--- src/rtl/ivu_pkg.sv ---
package ivu_pkg;
  typedef enum logic [1:0] {
    ADDR_MASK = 2'd0,
    ADDR_STAT = 2'd1,
    ADDR_VEC  = 2'd2,
    ADDR_RSVD = 2'd3
  } ivu_addr_e;

  // positions of live (unlatched) bus conditions in the status word
  localparam int STAT_RXFULL_BIT = 11;
  localparam int STAT_BUSY_BIT   = 12;
endpackage

--- src/rtl/ivu_pending.sv ---
// Bank of sticky event flags: set by pulses, cleared by a vector read or a
// write-one-to-clear access, with a same-cycle set winning over a clear.
module ivu_pending #(
  parameter int NUM_EV = 7
) (
  input  logic              clk,
  input  logic              rst,
  input  logic [NUM_EV-1:0] set_i,
  input  logic [NUM_EV-1:0] clr_i,
  output logic [NUM_EV-1:0] pend_d_o,
  output logic [NUM_EV-1:0] pend_q_o
);
  for (genvar k = 0; k < NUM_EV; k++) begin : g_flag
    logic flag_q;
    logic flag_d;
    assign flag_d = set_i[k] | (flag_q & ~clr_i[k]);
    always_ff @(posedge clk) begin
      if (rst) flag_q <= 1'b0;
      else     flag_q <= flag_d;
    end
    assign pend_d_o[k] = flag_d;
    assign pend_q_o[k] = flag_q;
  end
endmodule

--- src/rtl/ivu_prio_enc.sv ---
// Lowest-index request wins; code is index+1, zero when idle.
module ivu_prio_enc #(
  parameter int NUM_EV = 7,
  parameter int VEC_W  = $clog2(NUM_EV + 1)
) (
  input  logic [NUM_EV-1:0] req_i,
  output logic [VEC_W-1:0]  code_o,
  output logic [NUM_EV-1:0] grant_o
);
  always_comb begin
    code_o  = '0;
    grant_o = '0;
    for (int k = NUM_EV - 1; k >= 0; k--) begin
      if (req_i[k]) begin
        code_o     = VEC_W'(k + 1);
        grant_o    = '0;
        grant_o[k] = 1'b1;
      end
    end
  end
endmodule

--- src/rtl/ivu_host_regs.sv ---
// Enable register and registered read-data path.
module ivu_host_regs
  import ivu_pkg::*;
#(
  parameter int NUM_EV = 7,
  parameter int DATA_W = 16,
  parameter int VEC_W  = 3
) (
  input  logic              clk,
  input  logic              rst,
  input  logic              wr_i,
  input  logic              rd_i,
  input  logic [1:0]        addr_i,
  input  logic [DATA_W-1:0] wdata_i,
  input  logic [NUM_EV-1:0] pend_i,
  input  logic [VEC_W-1:0]  code_i,
  input  logic              busy_i,
  input  logic              full_i,
  output logic [NUM_EV-1:0] mask_d_o,
  output logic [NUM_EV-1:0] mask_q_o,
  output logic [DATA_W-1:0] rdata_o
);
  logic [NUM_EV-1:0] mask_q;
  logic [DATA_W-1:0] rdata_q;
  logic [DATA_W-1:0] rd_mux;
  logic [DATA_W-1:0] stat_word;
  wire unused_wdata_hi = ^wdata_i[DATA_W-1:NUM_EV];

  assign mask_d_o = (wr_i && addr_i == ADDR_MASK) ? wdata_i[NUM_EV-1:0] : mask_q;

  always_ff @(posedge clk) begin
    if (rst) mask_q <= '0;
    else     mask_q <= mask_d_o;
  end

  always_comb begin
    stat_word                  = '0;
    stat_word[NUM_EV-1:0]      = pend_i;
    stat_word[STAT_RXFULL_BIT] = full_i;
    stat_word[STAT_BUSY_BIT]   = busy_i;
  end

  always_comb begin
    unique case (addr_i)
      ADDR_MASK: rd_mux = DATA_W'(mask_q);
      ADDR_STAT: rd_mux = stat_word;
      ADDR_VEC:  rd_mux = DATA_W'(code_i);
      default:   rd_mux = '0;
    endcase
  end

  always_ff @(posedge clk) begin
    if (rst)       rdata_q <= '0;
    else if (rd_i) rdata_q <= rd_mux;
  end

  assign mask_q_o = mask_q;
  assign rdata_o  = rdata_q;
endmodule

--- src/rtl/irq_vector_unit.sv ---
module irq_vector_unit
  import ivu_pkg::*;
#(
  parameter int          NUM_EV   = 7,
  parameter int          DATA_W   = 16,
  parameter logic [6:0]  W1C_BITS = 7'b0100100
) (
  input  logic              clk,
  input  logic              rst,
  input  logic [NUM_EV-1:0] evt_i,
  input  logic              bus_busy_i,
  input  logic              rx_full_i,
  input  logic              host_wr_i,
  input  logic              host_rd_i,
  input  logic [1:0]        host_addr_i,
  input  logic [DATA_W-1:0] host_wdata_i,
  output logic [DATA_W-1:0] host_rdata_o,
  output logic              irq_o
);
  localparam int VEC_W = $clog2(NUM_EV + 1);

  logic [NUM_EV-1:0] pend_q;
  logic [NUM_EV-1:0] pend_d;
  logic [NUM_EV-1:0] mask_q;
  logic [NUM_EV-1:0] mask_d;
  logic [NUM_EV-1:0] grant;
  logic [NUM_EV-1:0] clr;
  logic [VEC_W-1:0]  code;
  logic              vec_rd;
  logic              stat_wr;
  logic              irq_q;

  assign vec_rd  = host_rd_i && host_addr_i == ADDR_VEC;
  assign stat_wr = host_wr_i && host_addr_i == ADDR_STAT;
  assign clr     = (vec_rd ? grant : '0)
                 | (stat_wr ? (host_wdata_i[NUM_EV-1:0] & W1C_BITS[NUM_EV-1:0]) : '0);

  ivu_pending #(.NUM_EV(NUM_EV)) u_pend (
    .clk      (clk),
    .rst      (rst),
    .set_i    (evt_i),
    .clr_i    (clr),
    .pend_d_o (pend_d),
    .pend_q_o (pend_q)
  );

  ivu_prio_enc #(.NUM_EV(NUM_EV), .VEC_W(VEC_W)) u_enc (
    .req_i   (pend_q & mask_q),
    .code_o  (code),
    .grant_o (grant)
  );

  ivu_host_regs #(.NUM_EV(NUM_EV), .DATA_W(DATA_W), .VEC_W(VEC_W)) u_regs (
    .clk      (clk),
    .rst      (rst),
    .wr_i     (host_wr_i),
    .rd_i     (host_rd_i),
    .addr_i   (host_addr_i),
    .wdata_i  (host_wdata_i),
    .pend_i   (pend_q),
    .code_i   (code),
    .busy_i   (bus_busy_i),
    .full_i   (rx_full_i),
    .mask_d_o (mask_d),
    .mask_q_o (mask_q),
    .rdata_o  (host_rdata_o)
  );

  always_ff @(posedge clk) begin
    if (rst) irq_q <= 1'b0;
    else     irq_q <= |(pend_d & mask_d);
  end

  assign irq_o = irq_q;
endmodule

--- config.mk ---
export PLATFORM = sky130hd
export DESIGN_NAME = irq_vector_unit
export DESIGN_NICKNAME = d
export VERILOG_FILES = /design/src/rtl/ivu_pkg.sv /design/src/rtl/ivu_pending.sv /design/src/rtl/ivu_prio_enc.sv /design/src/rtl/ivu_host_regs.sv /design/src/rtl/irq_vector_unit.sv
export SDC_FILE = /design/constraint.sdc
export NUM_CORES = 1
export LEC_CHECK = 0
export BUFFER_PORTS_ARGS = -buffer_cell sky130_fd_sc_hd__buf_2
export CAP_MARGIN = 20
export CORE_UTILIZATION = 46
export CTS_CLUSTER_DIAMETER = 60
export DETAILED_ROUTE_END_ITERATION = 10
export MAX_ROUTING_LAYER = met4
export PLACE_DENSITY = 0.76
export SETUP_SLACK_MARGIN = 0.5
export SLEW_MARGIN = 20
export SYNTH_ARGS = -nofsm -noshare
export SYNTH_HDL_FRONTEND = slang
export SYNTH_HIERARCHICAL = 1
export SYNTH_SLANG_ARGS = --single-unit
export TNS_END_PERCENT = 20
--- constraint.sdc ---
create_clock -name clk -period 2.1 [get_ports clk]
set_clock_uncertainty 0.05 [all_clocks]
set_input_delay 0.105 -clock clk [delete_from_list [all_inputs] [get_ports clk]]
set_output_delay 0.105 -clock clk [all_outputs]
set_load 0.01 [all_outputs]
==> results.json, run 1 <==
{
  "seq_area_frac_synth": 0.3168,
  "clk_pin_slew_ns": 0.13,
  "cts_max_level": 1,
  "chipWidth_microns": 59.42,
  "finalPower_mw": 0.9406,
  "crit_path_end_kind": "flip-flop",
  "min_period_ns": 2.035,
  "worst_ir_drop_vdd_mv": 0.2455,
  "ios": 48,
  "diodes": 0,
  "post-route-period-util": 0.9691,
  "synth_cell_types": 34,
  "grt.overflow.total": 0,
  "postLayoutCoreUtil": 0.6020,
  "synth_warnings": 6,
  "drc": 0,
  "drv_slew": 0,
  "avgSynthCellArea_sq_um": 8.715,
  "drt.antenna.violating_nets": 0,
  "die_h_microns": 59.42,
  "setup_ws_ns": 0.06483,
  "intPower_mw": 0.6858,
  "power_frac_clock": 0.270,
  "worstPathArrival_ns": 2.20,
  "antenna_found_initial": 0,
  "dr.pass1.iters": 4,
  "switchingPower_mw": 0.2548,
  "cts_sinks": 24,
  "dpl-instance-area_sq_um": 1680,
  "rows": 20,
  "drt-total-wl_mm": 3.191,
  "drv_cap": 0,
  "dp_slack_ns": 0.03456,
  "start_util": 0.4927,
  "synthesis.instances": 174,
  "wl_per_cell_microns": 12.46,
  "synthAdderAreaFrac": 0,
  "syn2layout_area_growth_pct": 22.19,
  "first_global_vias": 1171,
  "drtIter0Drc": 56,
  "status": "completed",
  "clockBufferDepth": 2,
  "final_common_cell": "buf_2",
  "synth_top_family_by_area": "simple AND/OR/NAND/NOR gates",
  "via_count": 1258,
  "tns_ns": 0,
  "drive_gt1_frac": 0.4481,
  "rsz0062_at_grt": "true",
  "cts_tree": "built",
  "hp-class": "in2reg",
  "final-hold-violation-count": 0,
  "switching_share": 0.2709,
  "power_frac_seq": 0.525,
  "required_ns": 2.27,
  "place.gp.congestion": 0.9465,
  "postLayoutCellArea_sq_um": 1853,
  "numCtsBuffers": 3,
  "leakagePower_nw": 0.8634,
  "max_freq_mhz": 491.4,
  "synthSimpleGateAreaFrac": 0.3168,
  "ys_seq_elements": 24,
  "avgViaCountPerCell": 4.914,
  "root_buffer": "clkbuf_4",
  "clock_latency_ns": 0.33,
  "final_cell_mix": "31 x buf_2, 17 x nand2_1, 17 x dfxtp_1",
  "core-area_sq_um": 3078,
  "combPwrFrac": 0.205,
  "synth_compound_area_frac": 0.1172,
  "synth.area.mux_share": 0.09818,
  "cellPowerDensity_nw_per_um2": 507.6,
  "grt_start_max_net_pins": 23,
  "portBuffers": 31,
  "syn_area_sq_um": 1516,
  "dpl.hpwl_mm": 2.351,
  "die_area_sq_um": 3530,
  "start_kind": "flip-flop",
  "grt_pass1_wl_mm": 5.292,
  "setup_viol_count_final": 0,
  "final_nets": 244,
  "synth_xor_area_frac": 0,
  "path_max_fanout": 2,
  "path_class": "reg2reg",
  "grt.total_usage": 0.2083,
  "post-cts-setup-buffers": 0
}
[path summary, 6_finish.rpt]
check,from,to,slack [ns],cells after the start
min reg2reg,u_regs/rdata_o[5]$_SDFFE_PP0P_,u_regs/rdata_o[5]$_SDFFE_PP0P_,0.42,2
max reg2reg,u_regs/mask_q_o[1]$_SDFF_PP0_,irq_o$_SDFF_PP0_,0.06,9
max,u_regs/mask_q_o[1]$_SDFF_PP0_,irq_o$_SDFF_PP0_,0.06,9
min,host_wdata_i[0],u_regs/mask_q_o[0]$_SDFF_PP0_,0.08,3
[flip-flops by register name (all words and copies together), names as in the netlist]
name / flops
u_regs/rdata_o: 9
u_pend/g_flag.flag_q: 7
u_regs/mask_q_o: 7
irq_o: 1
[synth_stat cells, drive strengths merged]
library cell	count	area (sq um)
buf	24	183.9
dfxtp	24	480.5
nand2	17	63.81
a21oi	12	60.06
nand2b	10	115.1
nor2	10	37.54
inv	9	33.78
and2	8	51.30
and2b	7	61.31
mux2	7	78.83
mux2i	7	70.07
and3	6	37.54
o21ai	5	25.02
nand3	4	20.02
a311oi	3	26.28
nor3b	3	38.79
or2	3	18.77
a22oi	2	15.01
clkbuf	2	7.510
nor2b	2	15.02
o22ai	2	12.51
a2111oi	1	15.01
a222oi	1	10.01
a31oi	1	6.260
conb	1	3.750
nor4	1	12.51
nor4b	1	8.760
o31ai	1	7.510
[power groups by stage]
stage | logic (mW) | clock network (mW) | registers (mW)
after detailed placement | 0.173 | 0 | 0.502
after global placement | 0.170 | 0 | 0.501
after floorplan | 0.135 | 0 | 0.507
after global routing | 0.212 | 0.281 | 0.496
after CTS | 0.186 | 0.256 | 0.492
final | 0.193 | 0.254 | 0.493
[stage by stage]
step / cells / hold WS [ns]
floorplan: 180 / 0.1167
global placement: 243 / 0.3041
detailed placement: 243 / 0.3154
CTS: 256 / 0.06644
global route: 256 / 0.07947
finish: 256 / 0.07948
[metal layers]
metal  up-vias  routed length [microns]  GRT usage
met5         -                        0          -
met4         0                       63    0.09184
met3         6                      116    0.02620
met2        30                     1594     0.3547
met1       580                     1416     0.2436
li1        642                        -          -
[repair_timing]
| item | 4_1_cts | 5_1_grt |
|---|---|---|
| setup endpoints to repair | 5 | 8 |
| resized for setup | 0 | 14 |
| hold endpoints to repair | 9 | 0 |
| hold buffers | 9 | 0 |
| pin swaps | 0 | 6 |
[worst max-delay path, stage by stage, from the launching register on]
cell and delay (ns):
dfxtp_1 0.33, and2_4 0.16, nor4_4 0.29, nor3b_2 0.20
nand2_1 0.07, o22ai_1 0.16, nand2b_4 0.15, nand2_1 0.06
a222oi_1 0.32, a31oi_1 0.13
[kinds of logic after synthesis]
kind of cell	after synthesis
AO/OA/AOI/OAI	28
buffers and inverters	35
flip-flops	24
multiplexers	14
other	1
AND/OR/NAND/NOR	72
[layout make-up]
cell class                 instances  area, sq um
timing repair buffer              54        350.3
tap                               44        55.05
multi-input combinational        121        888.4
inverter                           9        33.78
clock buffer                       4        36.28
sequential                        24        489.2
fill                             268         1225
Note: power is estimated with default switching activity, not from simulation.
==> run 2: changes to the inputs <==
RECOVER_POWER = 100   (was default)
SETUP_SLACK_MARGIN = default   (was 0.5)
==> run 2 against run 1 <==
  * Worst hold slack better by 0.0046 ns
  * Register-to-register slack got worse by 0.02 ns
  * Critical endpoint unchanged
  * Global-route usage fell by 1.9 points
  * Sequential share of layout area up 1.1 points
  * First-iteration DRC count rose by 29%
  * Wire length decreased by 7.1%
  * Critical path depth unchanged
==> results.json, run 2 (synthesis gave the netlist of run 1 again) <==
{
  "status": "completed",
  "worst_ir_drop_vdd_mv": 0.2183,
  "diodes": 0,
  "clk_pin_slew_ns": 0.13,
  "grt.total_usage": 0.1888,
  "crit_start": "u_pend/g_flag[3].flag_q$_SDFF_PP0_",
  "hold_start": "host_rd_i",
  "hp-class": "in2reg",
  "portBuffers": 31,
  "grt.overflow.total": 0,
  "clockBufferDepth": 2,
  "place.gp.congestion": 0.8974,
  "dp_cells": 241,
  "drv_cap": 0,
  "grt_use_met2": 0.3146,
  "use_met1": 0.2270,
  "worstPathArrival_ns": 2.21,
  "rows": 20,
  "drtIter0Drc": 72,
  "grt_start_max_net_pins": 23,
  "antenna_found_initial": 0,
  "required_ns": 2.25,
  "drive_gt1_frac": 0.3000,
  "chipWidth_microns": 59.42,
  "path_class": "reg2reg",
  "die_h_microns": 59.42,
  "drc": 0,
  "first_global_vias": 1129,
  "die_area_sq_um": 3530,
  "final_cells": 254,
  "syn2layout_area_growth_pct": 15.76,
  "dr.pass1.iters": 5,
  "cts_tree": "built",
  "max_freq_mhz": 486.5,
  "finalPower_mw": 0.9121,
  "numCtsBuffers": 3,
  "cts_sinks": 24,
  "postLayoutCoreUtil": 0.5703,
  "clock_latency_ns": 0.32,
  "start_kind": "flip-flop",
  "final_cell_mix": "22 x dfxtp_1, 21 x buf_2, 17 x nand2_1",
  "min_period_ns": 2.055,
  "postLayoutCellArea_sq_um": 1755,
  "r2r_start": "u_pend/g_flag[3].flag_q$_SDFF_PP0_",
  "dpl-instance-area_sq_um": 1662,
  "final_common_cell": "dfxtp_1",
  "largest_reg_flops": 9,
  "crit_path_end_kind": "flip-flop",
  "final-hold-violation-count": 0,
  "leakagePower_nw": 0.7916,
  "core-area_sq_um": 3078,
  "cts_max_level": 1,
  "setup_viol_count_final": 0,
  "final_nets": 242,
  "path_max_fanout": 5,
  "cellPowerDensity_nw_per_um2": 519.6,
  "drt.antenna.violating_nets": 0,
  "post-route-period-util": 0.9788,
  "post-cts-setup-buffers": 0,
  "start_util": 0.4927,
  "via_count": 1234,
  "grtUsageMet3": 0.02838,
  "avgViaCountPerCell": 4.858,
  "drt-total-wl_mm": 2.965,
  "grt_pass1_wl_mm": 4.823,
  "drv_slew": 0,
  "wl_per_cell_microns": 11.67,
  "rsz0062_at_grt": "true",
  "ios": 48,
  "top_usage_layer": "met2",
  "reg2reg_setup_slack_ns": 0.04,
  "dpl.hpwl_mm": 2.276,
  "root_buffer": "clkbuf_4"
}
[run 2: changes by cell type in the layout (fill, tap and decap cells not counted), sizes merged]
cell,delta
buf,-14
clkbuf,+12
[run 2: final cells by class]
type | count | area, sq um
tap | 44 | 55.05
inverter | 9 | 33.78
timing repair buffer | 52 | 315.3
fill | 300 | 1323
multi-input combinational | 121 | 832.0
clock buffer | 4 | 36.28
sequential | 24 | 483.0
[run 2: critical path: stages (launching register included)]
cell	delay [ns]
dfxtp_2	0.35
and2_4	0.17
nor4_4	0.29
nor3b_2	0.20
nand2_1	0.07
o22ai_1	0.15
nand2b_4	0.15
nand2_1	0.06
a222oi_1	0.34
a31oi_1	0.12
[run 2: routing by layer]
layer  vias to the layer above  part of all wire
li1                        632                 -
met1                       550              0.45
met2                        44              0.48
met3                         8             0.050
met4                         0             0.019
met5                         -                 0
[run 2: timing repair]
item	in CTS	in global routing
gates resized for setup	0	2
hold endpoints to repair	9	0
endpoints found under the setup margin	0	1
hold buffers	9	0
[run 2: stage by stage]
stage               hold WS [ns]  TNS (ns)  setup WS (ns)
global placement          0.3037         0        0.05635
CTS                      0.07888         0        0.02934
global route             0.08863   -0.1487        -0.1283
floorplan                 0.1241         0        0.01613
detailed placement        0.3088         0        0.04405
finish                   0.08407         0        0.04461
[run 2: report_power, final]
group	internal, mW	switching, mW
sequential	0.478	0.0132
clock	0.106	0.139
combinational	0.0886	0.0871
[run 2: final timing paths]
path | to | depth (start not counted)
worst min-delay path | u_regs/rdata_o[11]$_SDFFE_PP0P_ | 3
worst max register to register | irq_o$_SDFF_PP0_ | 9
worst max-delay path | irq_o$_SDFF_PP0_ | 9
worst min register to register | u_regs/rdata_o[11]$_SDFFE_PP0P_ | 2
